**config.mk**
```make
export PLATFORM = sky130hd
export DESIGN_NAME = poll_status_resp
export DESIGN_NICKNAME = d
export VERILOG_FILES = /design/src/rtl/wcs_pkg.sv /design/src/rtl/wcs_access_track.sv /design/src/rtl/wcs_toggle_flag.sv /design/src/rtl/wcs_read_mux.sv /design/src/rtl/poll_status_resp.sv
export SDC_FILE = /design/constraint.sdc
export NUM_CORES = 1
export LEC_CHECK = 0
export ABC_AREA = 1
export CORE_AREA = 2 2 39 41
export DETAILED_ROUTE_END_ITERATION = 8
export DIE_AREA = 0 0 41 43
export GPL_ROUTABILITY_DRIVEN = 0
export SETUP_SLACK_MARGIN = 0.1
export SLEW_MARGIN = 15
export SYNTH_ARGS = -nofsm -noshare
export SYNTH_HDL_FRONTEND = slang
export SYNTH_SLANG_ARGS = --single-unit
```
**constraint.sdc**
```tcl
create_clock -name clk_i -period 1.05 [get_ports clk_i]
set_clock_uncertainty 0.05 [all_clocks]
set_input_delay 0.21 -clock clk_i [delete_from_list [all_inputs] [get_ports clk_i]]
set_output_delay 0.21 -clock clk_i [all_outputs]
set_load 0.01 [all_outputs]
```
**src/rtl/wcs_pkg.sv**
```systemverilog
package wcs_pkg;
  typedef struct packed {
    logic now;
    logic held;
    logic ended;
  } acc_t;
endpackage

```
**src/rtl/wcs_access_track.sv**
```systemverilog
module wcs_access_track
  import wcs_pkg::*;
(
  input  logic clk_i,
  input  logic rst_ni,
  input  logic ce_ni,
  input  logic oe_ni,
  output acc_t acc_o
);
  logic rd_q;
  logic rd_now;

  assign rd_now = ~ce_ni & ~oe_ni;

  always_ff @(posedge clk_i or negedge rst_ni) begin
    if (!rst_ni) rd_q <= 1'b0;
    else         rd_q <= rd_now;
  end

  assign acc_o.now   = rd_now;
  assign acc_o.held  = rd_q;
  assign acc_o.ended = rd_q & ~rd_now;

  // an access end is a single-cycle event
  p_end_single_r4: assert property (@(posedge clk_i) disable iff (!rst_ni)
    acc_o.ended |=> !acc_o.ended);
endmodule

```
**src/rtl/wcs_toggle_flag.sv**
```systemverilog
module wcs_toggle_flag (
  input  logic clk_i,
  input  logic rst_ni,
  input  logic adv_i,
  input  logic busy_i,
  output logic tog_o
);
  logic tog_q;

  always_ff @(posedge clk_i or negedge rst_ni) begin
    if (!rst_ni)              tog_q <= 1'b0;
    else if (adv_i && busy_i) tog_q <= ~tog_q;
  end

  assign tog_o = tog_q;

  p_flip_on_end_r4: assert property (@(posedge clk_i) disable iff (!rst_ni)
    (adv_i && busy_i) |=> (tog_q != $past(tog_q)));

  p_hold_idle_end_r7: assert property (@(posedge clk_i) disable iff (!rst_ni)
    (adv_i && !busy_i) |=> $stable(tog_q));
endmodule

```
**src/rtl/wcs_read_mux.sv**
```systemverilog
module wcs_read_mux #(
  parameter int DATA_W = 8
) (
  input  logic              clk_i,
  input  logic              rst_ni,
  input  logic              rd_i,
  input  logic              busy_i,
  input  logic              last_msb_i,
  input  logic              tog_i,
  input  logic [DATA_W-1:0] array_rdata_i,
  output logic [DATA_W-1:0] dout_o,
  output logic              dout_oe_o
);
  localparam int POLL_BIT = DATA_W - 1;
  localparam int TOG_BIT  = DATA_W - 2;

  logic [DATA_W-1:0] status_w;
  logic [DATA_W-1:0] dout_q;
  logic              oe_q;

  for (genvar i = 0; i < DATA_W; i++) begin : g_status
    if (i == POLL_BIT) begin : g_poll
      assign status_w[i] = ~last_msb_i;
    end else if (i == TOG_BIT) begin : g_tog
      assign status_w[i] = tog_i;
    end else begin : g_rsvd
      assign status_w[i] = 1'b0;
    end
  end

  always_ff @(posedge clk_i or negedge rst_ni) begin
    if (!rst_ni) begin
      oe_q   <= 1'b0;
      dout_q <= '0;
    end else begin
      oe_q <= rd_i;
      if (!rd_i)       dout_q <= '0;
      else if (busy_i) dout_q <= status_w;
      else             dout_q <= array_rdata_i;
    end
  end

  assign dout_o    = dout_q;
  assign dout_oe_o = oe_q;

  p_poll_inv_r3: assert property (@(posedge clk_i) disable iff (!rst_ni)
    (rd_i && busy_i) |=> (dout_o[POLL_BIT] == ~$past(last_msb_i)));

  p_rsvd_zero_r5: assert property (@(posedge clk_i) disable iff (!rst_ni)
    (rd_i && busy_i) |=> (dout_o[TOG_BIT-1:0] == '0));

  p_true_data_r6: assert property (@(posedge clk_i) disable iff (!rst_ni)
    (rd_i && !busy_i) |=> (dout_o == $past(array_rdata_i)));
endmodule

```
**src/rtl/poll_status_resp.sv**
```systemverilog
module poll_status_resp
  import wcs_pkg::*;
#(
  parameter int DATA_W = 8
) (
  input  logic              clk_i,
  input  logic              rst_ni,
  input  logic              ce_ni,
  input  logic              oe_ni,
  input  logic              busy_i,
  input  logic              last_msb_i,
  input  logic [DATA_W-1:0] array_rdata_i,
  output logic [DATA_W-1:0] dout_o,
  output logic              dout_oe_o
);
  acc_t acc;
  logic tog;

  wcs_access_track u_acc (
    .clk_i  (clk_i),
    .rst_ni (rst_ni),
    .ce_ni  (ce_ni),
    .oe_ni  (oe_ni),
    .acc_o  (acc)
  );

  wcs_toggle_flag u_tog (
    .clk_i  (clk_i),
    .rst_ni (rst_ni),
    .adv_i  (acc.ended),
    .busy_i (busy_i),
    .tog_o  (tog)
  );

  wcs_read_mux #(.DATA_W(DATA_W)) u_mux (
    .clk_i         (clk_i),
    .rst_ni        (rst_ni),
    .rd_i          (acc.now),
    .busy_i        (busy_i),
    .last_msb_i    (last_msb_i),
    .tog_i         (tog),
    .array_rdata_i (array_rdata_i),
    .dout_o        (dout_o),
    .dout_oe_o     (dout_oe_o)
  );

  p_oe_on_read_r1: assert property (@(posedge clk_i) disable iff (!rst_ni)
    (!ce_ni && !oe_ni) |=> dout_oe_o);

  p_oe_off_r1: assert property (@(posedge clk_i) disable iff (!rst_ni)
    (ce_ni || oe_ni) |=> !dout_oe_o);

  p_quiet_bus_r2: assert property (@(posedge clk_i) disable iff (!rst_ni)
    !dout_oe_o |-> (dout_o == '0));
endmodule

```
After elaboration in Yosys (flattened, before gate mapping)
Cells that the tools add are included.

word-level totals
  register bits after elaboration = 10
  word-level logic and storage cells = 13
  output and inout port bits = 9

cells by class
  multiplexer cells = 2
  reductions and logical operators = 1
  bitwise logic cells = 7

operator list
  operator             number
  $mux W8              2
  $not A1 Y1           5
  $and A1 B1 Y1        2
  $logic_and A1 B1 Y1  1

Longest topological paths before layout
  depth after elaboration = 5
  gate-level depth with buffers = 5

Cells and area by module
Synthesis repeated with hierarchy kept, for this count alone.

unflattened totals
  cell total of the unflattened synthesis = 44
  area total of the unflattened synthesis = 412.9 µm²

by module, submodules not included
  module            area an instance (µm²)  sequential area each (µm²)  instances  cells each
  wcs_read_mux      314.1                   225.2                       1          32
  wcs_access_track  53.8                    25.0                        1          6
  wcs_toggle_flag   45.0                    25.0                        1          6

Least setup slack after synthesis
No wires, ideal clock.

  kind = register -> register
  from = register u_mux.dout_oe_o (netlist name)
  to = register u_tog.tog_q, in the netlist u_tog.tog_o
  buffers on the path = 0
  required time = 0.884 ns
  setup time = 0.116 ns
  arrival = 0.647 ns
  setup slack = 0.237 ns
  cell stages (with the launch flop) = 5
  cell sequence = dfrtp_1 > nand2_1 > clkinv_1 > nand3_1 > nand2_1

RTL lines
  element                 line                   source
  end signal: assignment  wcs_toggle_flag.sv:12  else if (adv_i && busy_i) tog_q <= ~tog_q;
  end: declaration        wcs_toggle_flag.sv:8   logic tog_q;

Final worst setup path
  from = register u_mux.oe_q, in the netlist u_mux.dout_oe_o
  to = output port dout_oe_o

RTL lines
  element                   line                    source
  start: declaration        wcs_read_mux.sv:19      logic oe_q;
  start signal: assignment  wcs_read_mux.sv:36      oe_q <= rd_i;
  end: declaration          poll_status_resp.sv:14  output logic dout_oe_o

No word-level cell between the ends.

==> results.cfg <==
[place]
dp_slack_ps = -158
place_inst = 81
dp_hpwl_um = 579
portBuffers = 22
placed_cell_area_um2 = 644

[setup_path]
max_stage_delay_ps = 380
cp.arrival_ps = 780
cp-end-kind = output port
crit_type = flop to output port
crit_path_start_kind = flop
worst_path_max_delay_cell = dfrtp_1
crit_family = flip-flops
path_cells = buf_2
worst-path-buf-inv = 1
crit_fanout = 2
crit_required_ps = 790
r2r_slack_ps = 180

[yosys]
synth_seq_area_share_pct = 65.8
syn_nets = 55
ys_warn_count = 0
synth_top_area_share_pct = 65.8
ys_ff_latch = 10
syn_inst = 41
synth_top_cell_by_area = dfrtp_1
syn_area_per_cell_um2 = 9.28
synth_area_leaders = dfrtp_1 66%, nand2_1 13%, nor2_1 6.9%
yosysUniqueCellTypes = 11
syn-cell-area_um2 = 380

[cts]
cts.sinks = 10
clock_latency_ps = 260
cts-htree-levels = 1
cts_tree = built
numCtsBuffers = 3
cts_hold_buffers = 0
root_buffer = clkbuf_4
clk_pin_slew_worst_paths_ps = 70
post_cts_buffers = 0
cts_buffer_depth = 2

[global_route]
grt_max_degree = 11
antenna_found_initial = 0
grt_use_total_pct = 10.5
grt_pass1_wl_um = 1200
grt_pass1_vias = 313
grt_overflow = 0

[final_layout]
final_area_um2 = 657
drive_gt1_share_pct = 27.5
final_cells = 85
final_cell_mix = 13 x nand2_1, 12 x clkdlybuf4s50_1, 10 x dfrtp_1
num-fill-cells = 147
final_common_cell = nand2_1
diodes = 0
area_growth_pct = 72.7
nets = 84

[die]
die_w_um = 41
die_area_mm2 = 0.00176
ioPinCount = 23
start_util_pct = 27.5
dieHeight_um = 43
row_count = 14
coreArea_mm2 = 0.00138

[drt]
wl_per_cell_um = 8.76
wl_um = 745
drt-initial-drc-count = 2
remaining_drc_errors = 0
ant_nets = 0
num_vias = 329
vias_per_cell = 3.87
drt_pre_antenna_iters = 2

[sta]
layout_min_cycle_time_ps = 1040
hold_ws_ps = 182
max_slew_margin_pct = 88.4
setup_violations = 0
rsz0062_at_grt = yes
slew_viol_final = 0
max_freq_mhz = 965
worst_pin_slew_ps = 174
tns_ps = 0
fin_crit_sh_pct = 98.7
hold_viol = 0
layout_setup_ws_ps = 14.0

[hold_path]
hold_class = primary input to asynchronous set/reset pin

[power_and_ir_drop]
power_density_mw_per_mm2 = 1340
p_leak_nw = 0.365
ir_worst_vdd_uv = 515

[flow_run]
cap_viol_max_count = 0

[status]
status = complete, no violations
==> repair_timing <==
item	CTS	global route
gates cloned	0	0
gates resized for setup	36	5
pin swaps	0	2
setup endpoints to repair	9	10
==> final cells by class <==
cell class              instances  area, µm²  share of cell area, %
multi-input cells              24       96.3                   14.7
flip-flops and latches         10        250                   38.1
inverters                       6       22.5                   3.43
clock buffers                   4       36.3                   5.52
well taps                      16       20.0                   3.05
repair buffers                 25        231                   35.2
==> synth_stat cells <==
| library cell | n |
|---|---|
| a21oi_1 | 1 |
| buf_6 | 1 |
| clkinv_1 | 1 |
| dfrtp_1 | 10 |
| inv_1 | 4 |
| inv_2 | 1 |
| nand2_1 | 13 |
| nand2_2 | 1 |
| nand3_1 | 1 |
| nor2_1 | 7 |
| o21ai_0 | 1 |
==> where the power goes <==
part	internal, W	switching [W]	total [W]	leakage, nW
sequential	0.000404	0.00000964	0.000414	0.134
clock	0.000210	0.000127	0.000337	0.0210
combinational	0.0000785	0.0000524	0.000131	0.210
total	0.000693	0.000189	0.000881	0.365
==> per-layer routing <==
layer  routed length (µm)  vias up  part of all wire, %  global-route usage (%)
li1                     -      175                    -                       -
met1                  312      134                   42                    12.6
met3                  105        0                   14                    5.24
met5                    0        -                    0                       0
met2                  328       20                   44                    14.7
met4                    0        0                    0                    6.00
==> flip-flops by register name, indices dropped and copies added (netlist names) <==
| register | cells |
|---|---|
| u_tog.tog_o | 1 |
| u_mux.dout_o | 8 |
| u_mux.dout_oe_o | 1 |
==> logic make-up after synthesis <==
| logic type | after synthesis | share of synthesized area, % |
|---|---|---|
| compound gates | 2 | 2.63 |
| flops | 10 | 65.8 |
| simple gates | 22 | 22.7 |
| buf+inv | 7 | 8.88 |
==> worst paths after layout <==
kind	cells after the start	from	end
min in group clk_i	3	busy_i	u_mux.dout_o[6]
max in group asynchronous	2	rst_ni	u_mux.dout_o[7]
max	1	u_mux.dout_oe_o	dout_oe_o
min	2	rst_ni	u_mux.dout_o[4]
min reg2reg	2	u_tog.tog_o	u_tog.tog_o
max reg2reg	5	u_mux.dout_oe_o	u_tog.tog_o
==> per-stage QoR <==
step                      power [W]  utilization (%)
after floorplan            0.000464                -
after global placement     0.000561             46.6
after detailed placement   0.000561             46.6
after CTS                  0.000900             45.9
after global routing       0.000936             47.5
final                      0.000881             47.5
No activity file was read; power rests on OpenSTA's default activity.
